--- src/rtl/pme_pkg.sv ---
package pme_pkg;
  typedef enum logic [1:0] {
    PM_IDLE   = 2'd0,
    PM_ACTIVE = 2'd1,
    PM_LOCKED = 2'd2
  } pm_state_e;
endpackage

--- src/rtl/pme_sync.sv ---
module pme_sync #(
  parameter int STAGES = 2
) (
  input  logic clk,
  input  logic d,
  output logic q
);
  localparam int DEPTH = (STAGES < 2) ? 2 : STAGES;

  logic [DEPTH-1:0] chain;

  for (genvar g = 0; g < DEPTH; g++) begin : g_stage
    if (g == 0) begin : g_first
      always_ff @(posedge clk) chain[0] <= d;
    end else begin : g_next
      always_ff @(posedge clk) chain[g] <= chain[g-1];
    end
  end

  assign q = chain[DEPTH-1];
endmodule

--- src/rtl/pme_level.sv ---
module pme_level (
  input  logic raw,
  input  logic pol_high,
  output logic asserted
);
  assign asserted = pol_high ? raw : ~raw;
endmodule

--- src/rtl/pme_fsm.sv ---
module pme_fsm
  import pme_pkg::*;
(
  input  logic clk,
  input  logic por_active,
  input  logic rst_act,
  input  logic fuse_en,
  output logic active,
  output logic locked
);
  pm_state_e state;
  logic      por_grant;   // reset was asserted on the last POR edge
  logic      fuse_at_in;  // fuse value captured at entry

  always_ff @(posedge clk) begin
    if (por_active) begin
      state      <= PM_IDLE;
      por_grant  <= rst_act;
      fuse_at_in <= 1'b0;
    end else begin
      por_grant <= 1'b0;
      unique case (state)
        PM_IDLE: begin
          if (rst_act && (fuse_en || por_grant)) begin
            state      <= PM_ACTIVE;
            fuse_at_in <= fuse_en;
          end
        end
        PM_ACTIVE: begin
          if (!rst_act) state <= fuse_at_in ? PM_IDLE : PM_LOCKED;
        end
        PM_LOCKED: state <= PM_LOCKED;
        default:   state <= PM_IDLE;
      endcase
    end
  end

  assign active = (state == PM_ACTIVE);
  assign locked = (state == PM_LOCKED);
endmodule

--- src/rtl/prog_mode_ctrl.sv ---
module prog_mode_ctrl #(
  parameter int SYNC_STAGES = 2
) (
  input  logic clk,
  input  logic por_active,
  input  logic rst_pin,
  input  logic rst_pol,
  input  logic isp_fuse,
  output logic prog_active,
  output logic session_locked
);
  logic pin_sync;
  logic rst_act;

  pme_sync #(.STAGES(SYNC_STAGES)) u_sync (
    .clk (clk),
    .d   (rst_pin),
    .q   (pin_sync)
  );

  pme_level u_level (
    .raw      (pin_sync),
    .pol_high (rst_pol),
    .asserted (rst_act)
  );

  pme_fsm u_fsm (
    .clk        (clk),
    .por_active (por_active),
    .rst_act    (rst_act),
    .fuse_en    (isp_fuse),
    .active     (prog_active),
    .locked     (session_locked)
  );
endmodule

--- config.mk ---
export PLATFORM = sky130hd
export DESIGN_NAME = prog_mode_ctrl
export DESIGN_NICKNAME = d
export VERILOG_FILES = /design/src/rtl/pme_pkg.sv /design/src/rtl/pme_sync.sv /design/src/rtl/pme_level.sv /design/src/rtl/pme_fsm.sv /design/src/rtl/prog_mode_ctrl.sv
export SDC_FILE = /design/constraint.sdc
export NUM_CORES = 1
export LEC_CHECK = 0
export ABC_AREA = 1
export CORE_AREA = 2 2 39 41
export CTS_CLUSTER_SIZE = 12
export DETAILED_ROUTE_END_ITERATION = 7
export DIE_AREA = 0 0 41 43
export PLACE_DENSITY = 0.42
export SLEW_MARGIN = 20
export SYNTH_ARGS = -nofsm -noshare
export SYNTH_HDL_FRONTEND = slang
export SYNTH_HIERARCHICAL = 1
export SYNTH_SLANG_ARGS = --single-unit
export TNS_END_PERCENT = 20
--- constraint.sdc ---
create_clock -name clk -period 1.2 [get_ports clk]
set_input_delay 0.24 -clock clk [delete_from_list [all_inputs] [get_ports clk]]
set_output_delay 0.24 -clock clk [all_outputs]
set_load 0.05 [all_outputs]
==> run metrics, run 1 <==
Worst slew margin 89.3%; ant diodes 0; Compound-Gate Fraction of Synth Area 4.10%; Final Skew 0.00269 ns; Yosys warnings 6; CTS Buf Count 3; Final setup violation count 0; Net count, final 50; initial antenna violation count 0; critical path class reg -> out; GP Congestion 0.700; Pre-antenna DRT Iters 3; leakage dissipation 0.189 nW; DRC 0; core region area 0.00138 sq mm; final setup TNS 0 ns; CTS Sinks 6; Unique masters post-synth 9; fillers 156; Gate Count Post-Synth 34; Post-Syn Area 244 sq um; Total GRT Usage 6.95%; multiplexer area fraction after synthesis 0%; Required @ worst endpoint 0.96 ns; Max Fclk 881 MHz; CTS tree done; Power Total 496 uW; PortBufs 6; max cap viols 0; largest net degree at the start of global routing 6; post-synthesis sequential area ratio 49.2%; Synth Area in XOR/XNOR 0%; clk_lat worst skew 0.24 ns; Peak VDD IR 0.000492 V; DR vias/cell 3.58; CTS Buffer Depth 2; Synth Register Bits 6; Simple-Gate Fraction of Synth Area 31.3%; RSZ-0062 raised after global routing false; largest family of logic cells by synthesized area simple AND/OR/NAND/NOR gates; final wirelength 408 um; I/O pins 7; Layout Utilization 26.9%; # rows 14; Slew @ Worst Pin 0.160 ns; H-tree depth 1; Hold Vio Cnt, Final 0; post-route antenna net violation count 0; Area Overhead vs Synth 52.3%; critical path startpoint category flip-flop; Die W 41 um; post-route minimum period 1.13 ns; status completed; initial core utilization 17.6%; vias in the first global route 176; Syn Area/Cell 7.18 sq um; Tightest Hold Check Type reg -> reg; synthesized-area fraction occupied by adder cells 0%; crit-path max FO 3; # hold bufs at CTS 0; vias post-DR 211; Die ar. 0.00176 sq mm; DP Wirelength 324 um; Root Driver clkbuf_4; 1st-iter DRT viols 8; Power Density 1340 mW/mm^2; fin crit share 94.6%; Chip Height 43 um; CP arrival 0.89 ns; ratio of cells with drive above 1 in the final layout 30.2%; global-route wire length before repair 690 um; total gr overflow 0; DR WL/cell 6.92 um; Reg clk slew, reported paths 0.04 ns; Post-CTS Setup Bufs 0; Slew Limit Fails 0; syn nets 39; Worst Setup End Kind output pin
[layout by cell type, fill, tap and decap left out]
master	Yosys	routed
nand2_1	10	9
inv_1	10	8
clkdlybuf4s50_1	0	4
dfxtp_1	6	4
clkbuf_4	0	3
buf_12	0	2
inv_2	0	2
nor2_2	2	2
a21oi_1	2	2
dfxtp_2	0	2
nand2_2	0	1
nor2_4	1	1
nand4_1	1	1
nand3_1	1	1
nor2_1	1	1
[kinds of logic after synthesis]
| logic type | after synthesis |
|---|---|
| flip-flops | 6 |
| AND/OR/NAND/NOR | 16 |
| AO/OA/AOI/OAI | 2 |
| buffers and inverters | 10 |
[area by class of cell]
type	instances	area [sq um]	share of cell area, %
Multi-Input combinational cell	18	88.8	23.9
Inverter	10	37.5	10.1
Sequential cell	6	123	33.0
Clock buffer	3	22.5	6.06
Tap cell	16	20.0	5.39
Timing Repair Buffer	6	80.1	21.5
[metrics by stage]
stage	cells	cell area [sq um]	hold slack, ns	worst slack, ns
floorplan	34	244	0.268	0.182
global placement	56	344	0.311	-0.123
detailed placement	56	344	0.312	-0.122
CTS	59	368	0.322	0.00321
global route	59	372	0.339	0.0172
finish	59	372	0.322	0.0652
[power by group]
group	internal [mW]	switching [mW]	leakage, nW
registers	0.215	0.00815	0.0506
logic	0.0431	0.0479	0.124
clock network	0.113	0.0695	0.0138
total	0.371	0.126	0.189
[critical path: stages (launching register included)]
cell,delay (ns)
dfxtp_2,0.33
inv_2,0.05
nor2_4,0.12
buf_12,0.15
[sequential cells by signal (all words and copies together) (netlist names)]
signal	count
u_fsm/fuse_at_in	1
u_fsm/por_grant	1
u_sync/q	1
u_sync/chain	1
u_fsm/state	2
[final timing paths]
path | to | slack, ns | from | cells past startpoint
max | prog_active | 0.07 | u_fsm/state[0] | 3
min | u_sync/q | 0.32 | u_sync/chain[0] | 0
max reg2reg | u_fsm/fuse_at_in | 0.29 | u_sync/q | 7
min reg2reg | u_sync/q | 0.32 | u_sync/chain[0] | 0
[synthesized netlist by cell type (all sizes together)]
cell	count	share of area, %
nand3	1	2.0
nor2	4	11
nand4	1	2.6
dfxtp	6	49
inv	10	15
a21oi	2	4.1
nand2	10	15
[repair_timing]
action / in CTS / in global routing
endpoints found under the hold margin: 0 / 0
setup endpoints to repair: 1 / 2
gates resized for setup: 2 / 3
pin swaps: 0 / 0
[per-layer routing]
layer  routed length [um]  GRT usage, %
met2                  188          6.25
met4                    0          8.00
met3                   20          6.28
met5                    0             0
met1                  199          8.12
No activity file was read; power rests on OpenSTA's default activity.
==> inputs of run 2 (changes only) <==
--- a/config.mk
+++ b/config.mk
@@ -5,12 +5,12 @@
 export SDC_FILE = /design/constraint.sdc
 export NUM_CORES = 1
 export LEC_CHECK = 0
-export ABC_AREA = 1
+export ABC_AREA = 0
 export CORE_AREA = 2 2 39 41
 export CTS_CLUSTER_SIZE = 12
 export DETAILED_ROUTE_END_ITERATION = 7
 export DIE_AREA = 0 0 41 43
-export PLACE_DENSITY = 0.42
+export PLACE_DENSITY = 0.4
 export SLEW_MARGIN = 20
 export SYNTH_ARGS = -nofsm -noshare
 export SYNTH_HDL_FRONTEND = slang
==> run 2 against run 1 <==
Against the previous run: the flow now finishes with violations (negative setup slack); largest power group unchanged; sequential power up 2%; largest cell class unchanged; sequential share of layout area rose by 1.0 points; combinational power shrank 1%; highest routed layer is now met4; utilization down 0.27 points; flip-flop and latch count unchanged; first-iteration DRC count is 100% lower; synthesized area fell by 7.7%; global-route usage down 0.59 points.
==> run metrics, run 2 <==
Final setup violation count 1; CTS Buffer Depth 2; syn nets 23; CTS tree done; largest net degree at the start of global routing 7; Final Skew 0.00151 ns; Max Fclk 819 MHz; Slew Limit Fails 0; Die ar. 0.00176 sq mm; Worst Setup End Kind output pin; crit-path max cell delay 0.36 ns; fin crit share 102%; ant diodes 0; crit-path leading delay family flip-flops; max cap viols 0; Reg clk slew, reported paths 0.04 ns; GP Congestion 0.642; # hold bufs at CTS 0; Gate Count Post-Synth 18; Root Driver clkbuf_4; DRC 0; most common cell in the netlist dfxtp_1; Yosys warnings 6; Total GRT Usage 6.36%; RSZ-0062 raised after global routing true; Syn Area/Cell 12.5 sq um; worst-path cell chain and2b_2, buf_12; clk_lat worst skew 0.24 ns; Placed Area 328 sq um; Synth area leaders dfxtp_1 53%, nor4b_2 6.7%, and4bb_1 5.6%, nand4bb_1 5.0%, o21ba_1 4.4%; Peak VDD IR 0.000433 V; Worst slew margin 83.6%; most frequent cells in the layout 4 x clkdlybuf4s50_1, 4 x dfxtp_1, 3 x clkbuf_4; DR vias/cell 3.95; worst setup path endpoint prog_active; Die W 41 um; H-tree depth 1; Pre-antenna DRT Iters 1; Worst Setup Slack, final -0.0209 ns; Power Total 496 uW; post-route antenna net violation count 0; largest area contributor in the netlist dfxtp_1; status complete, but fails checks; Hold Vio Cnt, Final 0; failing checks negative setup slack; initial core utilization 16.3%; Tightest Hold Check Type reg -> reg; final wirelength 370 um; Required @ worst endpoint 0.96 ns; CP max-delay cell dfxtp_4; Post-Syn Area 225 sq um; total gr overflow 0; Chip Height 43 um; FF-to-FF path depth 3; core region area 0.00138 sq mm; crit-path max FO 6; PortBufs 6; Post-CTS Setup Bufs 0; critical path class reg -> out; final instance area 368 sq um; CP Buf/Inv Count 1; 1st-iter DRT viols 0; reg2reg start u_sync/q; post-synthesis async set-or-reset flop share 0%; initial antenna violation count 0; Most used DFF post-synth dfxtp_1; global-route wire length before repair 614 um; max reg flops 2; CTS Buf Count 3; Biggest register u_fsm/state; Place WS -0.265 ns; critical path startpoint category flip-flop; CP arrival 0.98 ns; register-to-register setup slack 0.24 ns; Levels on crit path 2; ratio of cells with drive above 1 in the final layout 40.7%; Unique masters post-synth 13; post-route minimum period 1.22 ns; post-synthesis sequential area ratio 53.3%; RR Endpoint u_fsm/fuse_at_in; I/O pins 7; Synth Register Bits 6; vias post-DR 170; DR WL/cell 8.60 um; Critical path origin u_fsm/state[1]; vias in the first global route 151; Power Density 1350 mW/mm^2; # rows 14; number of synthesized flops with an enable pin 0; leakage dissipation 0.145 nW; Area Overhead vs Synth 63.3%; Slew @ Worst Pin 0.245 ns; Net count, final 34; hold_ws 0.330 ns; CTS Sinks 6; final setup TNS -0.0209 ns; area share of the largest cell type after synthesis 53.3%
-- run 2: cell count changes in the layout (fill, tap and decap cells not counted), sizes merged, moves of 2 or more --
cell and change:
a21oi -2, inv -10, nand2 -10, nor2 -4, nor4b +2
-- run 2: cell families (layout without fill, tap and decap cells) --
kind of cell / after synthesis / count (layout) / share of synthesized area, %
flops: 6 / 6 / 53.3
simple gates: 9 / 9 / 35.6
buf+inv: 0 / 9 / 0
compound gates: 2 / 2 / 7.22
xor+xnor: 1 / 1 / 3.89
-- run 2: worst min-delay path by stage --
stage | startpoint | end | depth (start not counted)
finish | u_sync/chain[0] | u_sync/q | 0
global route | u_sync/chain[0] | u_sync/q | 0
CTS | u_sync/chain[0] | u_sync/q | 0
detailed placement | u_sync/chain[0] | u_sync/q | 0
global placement | u_sync/chain[0] | u_sync/q | 0
floorplan | rst_pin | u_sync/chain[0] | 0
-- run 2: metrics by stage --
stage	cells	util (%)
final	43	26.6
after global routing	43	26.6
after CTS	43	26.6
after detailed placement	40	23.7
after global placement	40	23.7
after floorplan	18	-
-- run 2: cell type report --
type / instances / area, sq um
Timing Repair Buffer: 6 / 80.1
Fill cell: 148 / 1020
Sequential cell: 6 / 125
Tap cell: 16 / 20.0
Clock buffer: 3 / 22.5
Multi-Input combinational cell: 12 / 120
-- run 2: repair_timing --
action,in CTS,in global routing
gates resized for setup,5,0
hold endpoints to repair,0,0
setup endpoints to repair,3,2
pin swaps,0,0
-- run 2: metal layers --
metal	track usage [%]	vias up	share of wire [%]	wire (um)
met2	6.25	5	45	166
met1	6.21	78	45	165
met4	12.0	0	2.7	10
met3	3.14	2	7.6	28
li1	-	85	-	-
met5	0	-	0	0
-- run 2: report_power, final --
group | internal, mW | switching [mW]
combinational | 0.0537 | 0.0363
clock | 0.113 | 0.0659
sequential | 0.215 | 0.0127
total | 0.381 | 0.115
